## src/rtl/swi_bank.sv

```systemverilog
module swi_bank #(
  parameter int NUM_HARTS  = 4,
  parameter int FIRST_HART = 0,
  parameter bit SUPERVISOR = 1'b0,
  parameter int ADDR_W     = 12
) (
  input  logic                                   clk,
  input  logic                                   rst_n,
  input  logic                                   req_valid,
  input  logic                                   req_write,
  input  logic [ADDR_W-1:0]                      req_addr,
  input  logic [1:0]                             req_size,
  input  logic [31:0]                            req_wdata,
  output logic [31:0]                            rsp_rdata,
  input  logic [FIRST_HART+NUM_HARTS-1:FIRST_HART] hart_clr,
  output logic [FIRST_HART+NUM_HARTS-1:FIRST_HART] irq
);

  localparam int SEL_W = ADDR_W - 2;
  localparam logic [1:0] SIZE_WORD = 2'b10;

  logic [SEL_W-1:0]     sel;
  logic                 acc_ok;
  logic [NUM_HARTS-1:0] sel_oh;
  logic [NUM_HARTS-1:0] pend;
  logic [NUM_HARTS-1:0] clr_in;
  logic                 wr_go;
  logic                 rd_go;

  assign sel    = req_addr[ADDR_W-1:2];
  assign acc_ok = req_valid && (req_size == SIZE_WORD) && (req_addr[1:0] == 2'b00);
  assign wr_go  = acc_ok && req_write;
  assign rd_go  = acc_ok && !req_write;
  assign clr_in = hart_clr;
  assign irq    = pend;

  for (genvar i = 0; i < NUM_HARTS; i++) begin : g_hart
    logic set_i, clr_i;
    assign sel_oh[i] = acc_ok && (sel == SEL_W'(i));
    assign set_i     = wr_go && sel_oh[i] && req_wdata[0];
    if (SUPERVISOR) begin : g_sup
      assign clr_i = clr_in[i];
    end else begin : g_mach
      assign clr_i = wr_go && sel_oh[i] && !req_wdata[0];
    end

    always_ff @(posedge clk or negedge rst_n) begin
      if (!rst_n)     pend[i] <= 1'b0;
      else if (set_i) pend[i] <= 1'b1;
      else if (clr_i) pend[i] <= 1'b0;
    end

    assert_set_R3: assert property (@(posedge clk) disable iff (!rst_n)
      (wr_go && sel_oh[i] && req_wdata[0]) |=> pend[i]);

    if (SUPERVISOR) begin : g_sup_chk
      assert_zero_keeps_R5: assert property (@(posedge clk) disable iff (!rst_n)
        (pend[i] && !clr_in[i]) |=> pend[i]);
      assert_ack_clears_R9: assert property (@(posedge clk) disable iff (!rst_n)
        (clr_in[i] && !(wr_go && sel_oh[i] && req_wdata[0])) |=> !pend[i]);
    end else begin : g_mach_chk
      assert_zero_clears_R4: assert property (@(posedge clk) disable iff (!rst_n)
        (wr_go && sel_oh[i] && !req_wdata[0]) |=> !pend[i]);
    end
  end

  if (SUPERVISOR) begin : g_rd_sup
    assign rsp_rdata = 32'h0;
  end else begin : g_rd_mach
    assign rsp_rdata = {31'h0, rd_go && |(sel_oh & pend)};
  end

  assert_unmapped_quiet_R2: assert property (@(posedge clk) disable iff (!rst_n)
    (req_valid && req_write && (sel_oh == '0) && (hart_clr == '0)) |=> $stable(irq));

  assert_idle_quiet_R8: assert property (@(posedge clk) disable iff (!rst_n)
    (!acc_ok && (hart_clr == '0)) |=> $stable(irq));

  assert_read_onehot_R6: assert property (@(posedge clk) disable iff (!rst_n)
    $onehot0(sel_oh));

endmodule

```

## config.mk

```make
export PLATFORM = sky130hd
export DESIGN_NAME = swi_bank
export DESIGN_NICKNAME = d
export VERILOG_FILES = /design/src/rtl/swi_bank.sv
export SDC_FILE = /design/constraint.sdc
export NUM_CORES = 1
export LEC_CHECK = 0
export BUFFER_PORTS_ARGS = -buffer_cell sky130_fd_sc_hd__buf_2
export CAP_MARGIN = 40
export CORE_MARGIN = 2
export CORE_UTILIZATION = 27
export CTS_CLUSTER_DIAMETER = 200
export DETAILED_ROUTE_END_ITERATION = 12
export GPL_TIMING_DRIVEN = 0
export PLACE_DENSITY = 0.91
export RECOVER_POWER = 100
export REMOVE_ABC_BUFFERS = 1
export SLEW_MARGIN = 20
export SYNTH_ARGS = -nofsm -noshare
export SYNTH_HDL_FRONTEND = slang
export SYNTH_SLANG_ARGS = --single-unit
```

## constraint.sdc

```tcl
create_clock -name clk -period 1.27 [get_ports clk]
set_input_delay 0.127 -clock clk [delete_from_list [all_inputs] [get_ports clk]]
set_output_delay 0.127 -clock clk [all_outputs]
set_load 0.02 [all_outputs]
```

==> results.cfg, run 1 <==
[drt]
viasPerCell = 3.85
drtPass1Iterations = 2
drc = 0
vias = 423
drt_wl_total_microns = 1070
wl_per_cell_microns = 9.70
antenna_left = 0
drt_iter0_drc = 2

[worst_setup_path]
path_cells = mux4_2, nor4b_4, buf_4
path_max_fanout = 3
rrSetupSlack_ns = 0.38
cpMaxStageDelayCell = mux4_2
max_stage_delay_ns = 0.50
cp.depth = 3
r2r_end = irq[0]$_DFFE_PN0P_
path_class = flop to primary output
reg2reg_depth = 2
r2r_start = irq[0]$_DFFE_PN0P_
start_kind = flop
setup.worst_path.end = rsp_rdata[0]
startpoint = irq[3]$_DFFE_PN0P_
crit_buf_inv = 1
required_ns = 1.14
cp_top_family = multiplexers
crit_arrival_ns = 1.41
end_kind = primary output

[power_and_ir_drop]
power_mw = 0.422
internal-power_mw = 0.266
power_frac_clock_pct = 36.7
power.density_nw_per_um2 = 665
p_seq_share_pct = 30.4
p_leak_nw = 0.355
p_sw_share_pct = 36.9
p_sw_mw = 0.156
irDropWorstVdd_v = 0.000496
pwr-share-comb_pct = 32.9

[timing]
timing.final.ws_setup_ns = -0.265
skew_ns = 0
tns_ns = -1.02
rsz0062_at_grt = true
hold_viol = 0
slew_violations = 0
finalSetupViolations = 5
fmax_mhz = 651
fin_crit_sh_pct = 121
period_minus_slack_ns = 1.54

[global_routing]
grt_pass1_vias = 338
antenna_found_initial = 0
grt.overflow.total = 0
grt_pass1_wl_microns = 1550
grt_max_degree = 6
track_usage_pct = 9.19

[synthesis]
ys_seq_elements = 4
synth_warnings = 0
syn_inst = 55
netlist.area_leader.share_pct = 43.8
synth_area_sq_um = 532
synth_top_cell_by_area = buf_4
synthTopCellsByArea = buf_4, dfrtp_1, nor4b_1
ys_types = 17
ys_seq_area_share_pct = 18.8
syn_area_per_cell_sq_um = 9.67

[job]
max_cap_violations = 0

[placed_design]
place_ws_ns = -0.542
gp_congestion = 0.650
dp_cells = 104
portBuffers = 23
dp_hpwl_microns = 880

[cells_and_area]
drive_above_1_share_pct = 39.8
nNetsFinal = 139
largest_reg_flops = 4
layout.cells.non_filler = 110
diodes = 0
area_growth_pct = 19.3

[floorplanning]
die-area_sq_um = 2340
rows = 16
initial_core_util_pct = 28.0
core_sq_um = 1900
ios = 90
die_w_microns = 48.4
die_h_microns = 48.4

[clocking]
clk_path_buf_depth = 2
clock_latency_ns = 0.23
cts_tree = yes
clkSinkCount = 4
cts_buffers = 3
cts_root_buf = clkbuf_4
h-tree-depth = 1
cts.reportedPaths.clkPinSlew_ns = 0.03

[status]
violations = negative setup slack
status = finished, violations left

[worst_hold_path]
hold_path_class = input pin to flop
==> power groups by stage <==
stage	clock, mW	sequential (mW)	combinational, mW
2_1_floorplan	0	0.130	0.0908
3_3_place_gp	0	0.130	0.129
3_5_place_dp	0	0.130	0.131
4_1_cts	0.162	0.128	0.136
5_1_grt	0.172	0.128	0.148
6_report	0.155	0.128	0.139
==> how the worst min path moves through the flow <==
stage	cells after the start	to	slack (ns)	from
after floorplan	0	irq[0]$_DFFE_PN0P_	-0.17	rst_n
after global placement	1	irq[3]$_DFFE_PN0P_	-0.07	rst_n
after detailed placement	1	irq[2]$_DFFE_PN0P_	-0.06	rst_n
after CTS	2	irq[1]$_DFFE_PN0P_	0.16	req_wdata[0]
after global routing	2	irq[1]$_DFFE_PN0P_	0.18	req_wdata[0]
final	2	irq[1]$_DFFE_PN0P_	0.16	req_wdata[0]
==> worst reg2reg max path, stage by stage (launching register included) <==
cell and delay [ns]:
dfrtp_1 0.38, buf_4 0.14, mux2_4 0.26
==> cell usage in the layout (no fill, tap or decap), types with 2 or more instances in the layout <==
cell      count
conb_1       31
buf_2        17
clkbuf_1      4
dfrtp_1       4
clkbuf_4      3
buf_4         3
nor2_1        2
nor4b_4       2
nor4b_1       2
mux2_4        2
==> cells by family after synthesis <==
logic type / count (synthesis) / share of synthesized area (%)
buf+inv: 31 / 43.8
flops: 4 / 18.8
mux: 5 / 12.7
other cells: 1 / 0.705
simple gates: 14 / 24.0
==> area by class of cell <==
cell class / instances / area, sq um
sequential: 4 / 100
multi-input combinational: 50 / 334
timing repair buffer: 26 / 144
fill: 205 / 1270
clock buffer: 3 / 22.5
tap: 27 / 33.8
==> cells in the mapped netlist <==
cell type and n:
mux2_2 2, and3b_2 1, mux2_1 2, nor4b_1 3, dfrtp_1 4, and4_1 1, nand4_1 1, nor4b_4 1
and4b_1 1, mux4_2 1, or4_4 1, conb_1 1, nor2_1 2, buf_4 31, or4b_2 1, nand3_1 1
nand4b_1 1
==> per-layer routing <==
| metal | part of all wire [%] | track usage, % |
|---|---|---|
| met5 | 0 | 0 |
| met4 | 3.6 | 8.57 |
| met3 | 15 | 3.70 |
| met2 | 41 | 13.0 |
| met1 | 40 | 10.5 |
==> repair_timing <==
| action | 4_1_cts | 5_1_grt |
|---|---|---|
| pin swaps | 5 | 1 |
| resized for setup | 3 | 3 |
| setup buffers | 0 | 2 |
| endpoints found under the setup margin | 5 | 5 |
| hold buffers | 1 | 0 |
| endpoints found under the hold margin | 4 | 0 |
==> per-stage QoR <==
stage | utilization [%] | hold slack, ns | area [sq um]
after global routing | 33.4 | 0.180 | 634
final | 33.4 | 0.158 | 634
after floorplan | - | -0.169 | 412
after detailed placement | 29.5 | -0.0646 | 561
after CTS | 31.9 | 0.158 | 607
after global placement | 29.5 | -0.0687 | 561
(Power assumes the default switching activity.)
==> run 2: changes to the inputs <==
==> constraint.sdc (replaced) <==
create_clock -name clk -period 1.27 [get_ports clk]
set_input_delay 0.127 -clock clk [delete_from_list [all_inputs] [get_ports clk]]
set_output_delay 0.127 -clock clk [all_outputs]
set_load 0.005 [all_outputs]
==> results.cfg, run 2 (same netlist as run 1, synthesis figures left out) <==
[floorplanning]
die_h_microns = 48.4
core_sq_um = 1900
die-area_sq_um = 2340
initial_core_util_pct = 28.0
ios = 90
rows = 16
die_w_microns = 48.4

[drt]
vias = 422
wl_per_cell_microns = 9.54
drtPass1Iterations = 2
drt_wl_total_microns = 1050
drc = 0
antenna_left = 0
drt_iter0_drc = 5
viasPerCell = 3.84

[clocking]
cts_root_buf = clkbuf_4
cts_buffers = 3
clkSinkCount = 4
cts_tree = yes
cts.reportedPaths.clkPinSlew_ns = 0.03
clock_latency_ns = 0.23
h-tree-depth = 1
clk_path_buf_depth = 2

[timing]
finalHoldWorstSlack_ns = 0.158
tightest_slew_ns = 0.480
slew_violations = 0
fin_crit_sh_pct = 119
rsz0062_at_grt = true
period_minus_slack_ns = 1.51
timing.final.ws_setup_ns = -0.235
slew_headroom_pct = 67.5
skew_ns = 0
finalSetupViolations = 5
hold_viol = 0
fmax_mhz = 664

[power_and_ir_drop]
internal-power_mw = 0.266
power.density_nw_per_um2 = 581
p_sw_share_pct = 26.3
irDropWorstVdd_v = 0.000483
p_leak_nw = 0.350
p_sw_mw = 0.0950
power_mw = 0.361
power_frac_clock_pct = 42.8
pwr-share-comb_pct = 21.6
p_seq_share_pct = 35.6

[global_routing]
antenna_found_initial = 0
track_usage_pct = 9.19
grt_pass1_vias = 338
grt_max_degree = 6
grt_pass1_wl_microns = 1550
grt.overflow.total = 0

[status]
status = finished, violations left
violations = negative setup slack

[worst_setup_path]
reg2reg_depth = 2
path_max_fanout = 3
path_class = flop to primary output
crit_arrival_ns = 1.38
start_kind = flop
rrSetupSlack_ns = 0.38
end_kind = primary output
required_ns = 1.14

[placed_design]
portBuffers = 23
gp_congestion = 0.650
dp_hpwl_microns = 880
dp_cells = 104

[cells_and_area]
largest_reg_flops = 4
drive_above_1_share_pct = 42.2
layout_common_cells = conb_1, buf_2, clkbuf_4, dfrtp_1, nor4b_1
diodes = 0
mostFrequentLayoutCell = conb_1
final_core_util_pct = 32.6
area_growth_pct = 16.7
layout.cells.non_filler = 110
nNetsFinal = 139

[worst_hold_path]
hold_path_class = input pin to flop
hold_path_depth = 2

[job]
max_cap_violations = 0
[run 2: cell types whose count changed in the layout (fill, tap and decap cells not counted), sizes merged]
cell,before,now
buf,21,23
clkbuf,7,5
[run 2: power groups by stage]
| stage | registers, mW | clock network [mW] | logic (mW) |
|---|---|---|---|
| floorplan | 0.130 | 0 | 0.0315 |
| global placement | 0.130 | 0 | 0.0693 |
| CTS | 0.128 | 0.162 | 0.0765 |
| finish | 0.128 | 0.155 | 0.0779 |
| detailed placement | 0.130 | 0 | 0.0716 |
| global route | 0.128 | 0.172 | 0.0872 |
[run 2: worst paths after layout]
check / from / end
setup / recovery: irq[3]$_DFFE_PN0P_ / rsp_rdata[0]
hold / removal: req_wdata[0] / irq[1]$_DFFE_PN0P_
setup reg to reg: irq[0]$_DFFE_PN0P_ / irq[0]$_DFFE_PN0P_
hold reg to reg: irq[3]$_DFFE_PN0P_ / irq[3]$_DFFE_PN0P_
max in group asynchronous: rst_n / irq[1]$_DFFE_PN0P_
min in group asynchronous: rst_n / irq[2]$_DFFE_PN0P_
[run 2: through the flow]
step	setup WS (ns)	TNS, ns	instance area, sq um
2_1_floorplan	-0.347	-1.13	412
6_report	-0.235	-0.882	621
3_3_place_gp	-0.536	-2.04	561
3_5_place_dp	-0.542	-2.09	561
5_1_grt	-0.280	-1.14	621
4_1_cts	-0.240	-0.966	607
[run 2: layout make-up]
cell class | count | area, sq um
fillers | 209 | 1280
well taps | 27 | 33.8
flip-flops and latches | 4 | 100
repair buffers | 26 | 145
clock buffers | 3 | 22.5
multi-input cells | 50 | 319
[run 2: worst max-delay path, cell delays in order (launching register included)]
cell and delay, ns:
dfrtp_1 0.38, mux4_2 0.49, nor4b_1 0.16, buf_2 0.12
[run 2: layer usage]
layer	track usage (%)	routed length, microns	vias up
li1	-	-	187
met1	10.5	433	187
met2	13.0	410	44
met3	3.70	167	4
met4	8.57	38	0
met5	0	0	-
[run 2: repair_timing]
| action | CTS | global route |
|---|---|---|
| hold buffers | 1 | 0 |
| setup endpoints to repair | 5 | 5 |
| setup buffers | 0 | 2 |
| hold endpoints to repair | 4 | 0 |
| pin swaps | 4 | 2 |
| gates resized for setup | 3 | 0 |
==> run 3: changes to the inputs <==
--- a/config.mk
+++ b/config.mk
@@ -5,10 +5,12 @@
 export SDC_FILE = /design/constraint.sdc
 export NUM_CORES = 1
 export LEC_CHECK = 0
+export ABC_AREA = 1
 export BUFFER_PORTS_ARGS = -buffer_cell sky130_fd_sc_hd__buf_2
 export CAP_MARGIN = 40
+export CORE_ASPECT_RATIO = 0.8
 export CORE_MARGIN = 2
-export CORE_UTILIZATION = 27
+export CORE_UTILIZATION = 28
 export CTS_CLUSTER_DIAMETER = 200
 export DETAILED_ROUTE_END_ITERATION = 12
 export GPL_TIMING_DRIVEN = 0
==> results.cfg, run 3 <==
[status]
status = finished clean

[synthesis]
ys_seq_area_share_pct = 17.9
syn_inst = 83
synth_area_sq_um = 559
synth_warnings = 0
async_reset_ff_share_pct = 100
synth_top_cell_by_area = buf_4
synth_edf_count = 0
netlist.area_leader.share_pct = 41.6
yosys_most_used_dff = dfrtp_1
syn_area_per_cell_sq_um = 6.74
synthTopCellsByArea = buf_4, dfrtp_1, nor2_1
synthTopCellsByCount = buf_4, nor2_1, nand2_1
ys_seq_elements = 4
ys_types = 10
synth.most_common_cell = buf_4

[drt]
viasPerCell = 3.54
wl_per_cell_microns = 6.97
vias = 471
top_layer = met3
drt_wl_total_microns = 927
antenna_left = 0
drc = 0
met1_length_microns = 345
drt_iter0_drc = 7
wl_met2_microns = 506
drtPass1Iterations = 4
dr_wl_met3_microns = 75

[worst_setup_path]
reg2reg_depth = 1
path_cells = nand4_1, nand2_1, nor2_1, nor2_1, buf_2
path_max_fanout = 3
start_kind = flop
max_stage_delay_ns = 0.39
r2r_end = irq[1]$_DFFE_PN0P_
path_common_cell = nor2_1
r2r_start = irq[1]$_DFFE_PN0P_
end_kind = primary output
crit_arrival_ns = 1.04
path_class = flop to primary output
cpMaxStageDelayCell = dfrtp_1
required_ns = 1.14
rrSetupSlack_ns = 0.57

[cells_and_area]
largest_reg_flops = 4
diodes = 0
layout_common_cells = conb_1, buf_2, nor2_1
nNetsFinal = 165
drive_above_1_share_pct = 23.9
area_growth_pct = 9.84
mostFrequentLayoutCell = conb_1
nFillCells = 215

[power_and_ir_drop]
irDropWorstVdd_v = 0.000384
internal-power_mw = 0.261
pwr-share-comb_pct = 21.1
p_leak_nw = 0.371
p_sw_share_pct = 27.1
p_sw_mw = 0.0972
power_frac_clock_pct = 43.1
power.density_nw_per_um2 = 584
p_seq_share_pct = 35.8

[floorplanning]
initial_core_util_pct = 29.8
die_h_microns = 44.0
rows = 14
core_sq_um = 1870
die_w_microns = 54.0
ios = 90
die-area_sq_um = 2370

[global_routing]
grt.overflow.total = 0
track_usage_pct = 7.89
grt_pass1_wl_microns = 1370
antenna_found_initial = 0
grt_pass1_vias = 393
grt_max_degree = 10

[timing]
skew_ns = 0
fin_crit_sh_pct = 91.6
period_minus_slack_ns = 1.16
timing.final.ws_setup_ns = 0.106
slew_violations = 0
hold_viol = 0
finalSetupViolations = 0
rsz0062_at_grt = false
tns_ns = 0
fmax_mhz = 859

[worst_hold_path]
hold_path_depth = 4
hold_end = irq[2]$_DFFE_PN0P_
hold_path_class = input pin to flop
min_from = req_wdata[0]

[clocking]
clkSinkCount = 4
cts_buffers = 3
cts_root_buf = clkbuf_4
clk_path_buf_depth = 2
h-tree-depth = 1
post_cts_buffers = 0
clock_latency_ns = 0.23
cts.reportedPaths.clkPinSlew_ns = 0.04
cts_tree = yes

[placed_design]
dp_hpwl_microns = 831
portBuffers = 23
gp_congestion = 0.645
place_ws_ns = 0.117

[job]
max_cap_violations = 0
## run 3: timing repair
item                                   CTS  global route
endpoints found under the hold margin    4             0
hold buffers                             1             0
gates resized for setup                  0             0
## run 3: power groups by stage
stage	Combinational, mW	Sequential (mW)	Clock [mW]
6_report	0.0757	0.128	0.154
4_1_cts	0.0750	0.128	0.163
3_5_place_dp	0.0725	0.130	0
5_1_grt	0.0910	0.128	0.177
3_3_place_gp	0.0720	0.130	0
2_1_floorplan	0.0397	0.130	0
## run 3: kinds of logic (layout without fill, tap and decap cells)
logic type      Yosys count  after routing  synth area share, %
simple gates             35             35                 29.1
flops                     4              4                 17.9
buf+inv                  39             35                 47.0
compound gates            4              4                 5.37
other cells               1             31                0.670
## run 3: critical path: cells and delay by family (launching register included)
family	cells	cell delay (ns)
DFF	1	0.39
buffers and inverters	1	0.12
and+or+nand+nor	4	0.29
## run 3: how the worst max path moves through the flow
stage / startpoint / end / slack (ns) / cells past startpoint
final: irq[1]$_DFFE_PN0P_ / rsp_rdata[0] / 0.11 / 5
after global routing: irq[1]$_DFFE_PN0P_ / rsp_rdata[0] / 0.005 / 5
after floorplan: req_addr[7] / irq[0]$_DFFE_PN0P_ / 0.36 / 7
after detailed placement: req_addr[7] / rsp_rdata[0] / 0.12 / 9
after global placement: req_addr[7] / rsp_rdata[0] / 0.13 / 9
after CTS: irq[1]$_DFFE_PN0P_ / rsp_rdata[0] / 0.1 / 5
## run 3: area by class of cell
| class | instances | area (sq um) | area share, % |
|---|---|---|---|
| Multi-Input combinational cell | 70 | 309 | 50.3 |
| Timing Repair Buffer | 24 | 123 | 20.0 |
| Tap cell | 24 | 30.0 | 4.89 |
| Inverter | 8 | 30.0 | 4.89 |
| Clock buffer | 3 | 22.5 | 3.67 |
| Sequential cell | 4 | 100 | 16.3 |
## run 3: through the flow
step	instance area, sq um	util (%)	cells	total power, mW	hold WS, ns
6_report	614	32.8	133	0.359	0.237
5_1_grt	614	32.8	133	0.397	0.245
4_1_cts	617	32.9	133	0.366	0.221
3_5_place_dp	584	31.2	129	0.203	-0.0648
3_3_place_gp	584	31.2	129	0.202	-0.0653
2_1_floorplan	439	-	82	0.170	-0.169
## run 3: routing by layer
layer	up-vias	global-route usage [%]
met5	-	0
met2	22	13.9
li1	248	-
met1	201	8.39
met3	0	2.07
met4	0	4.50
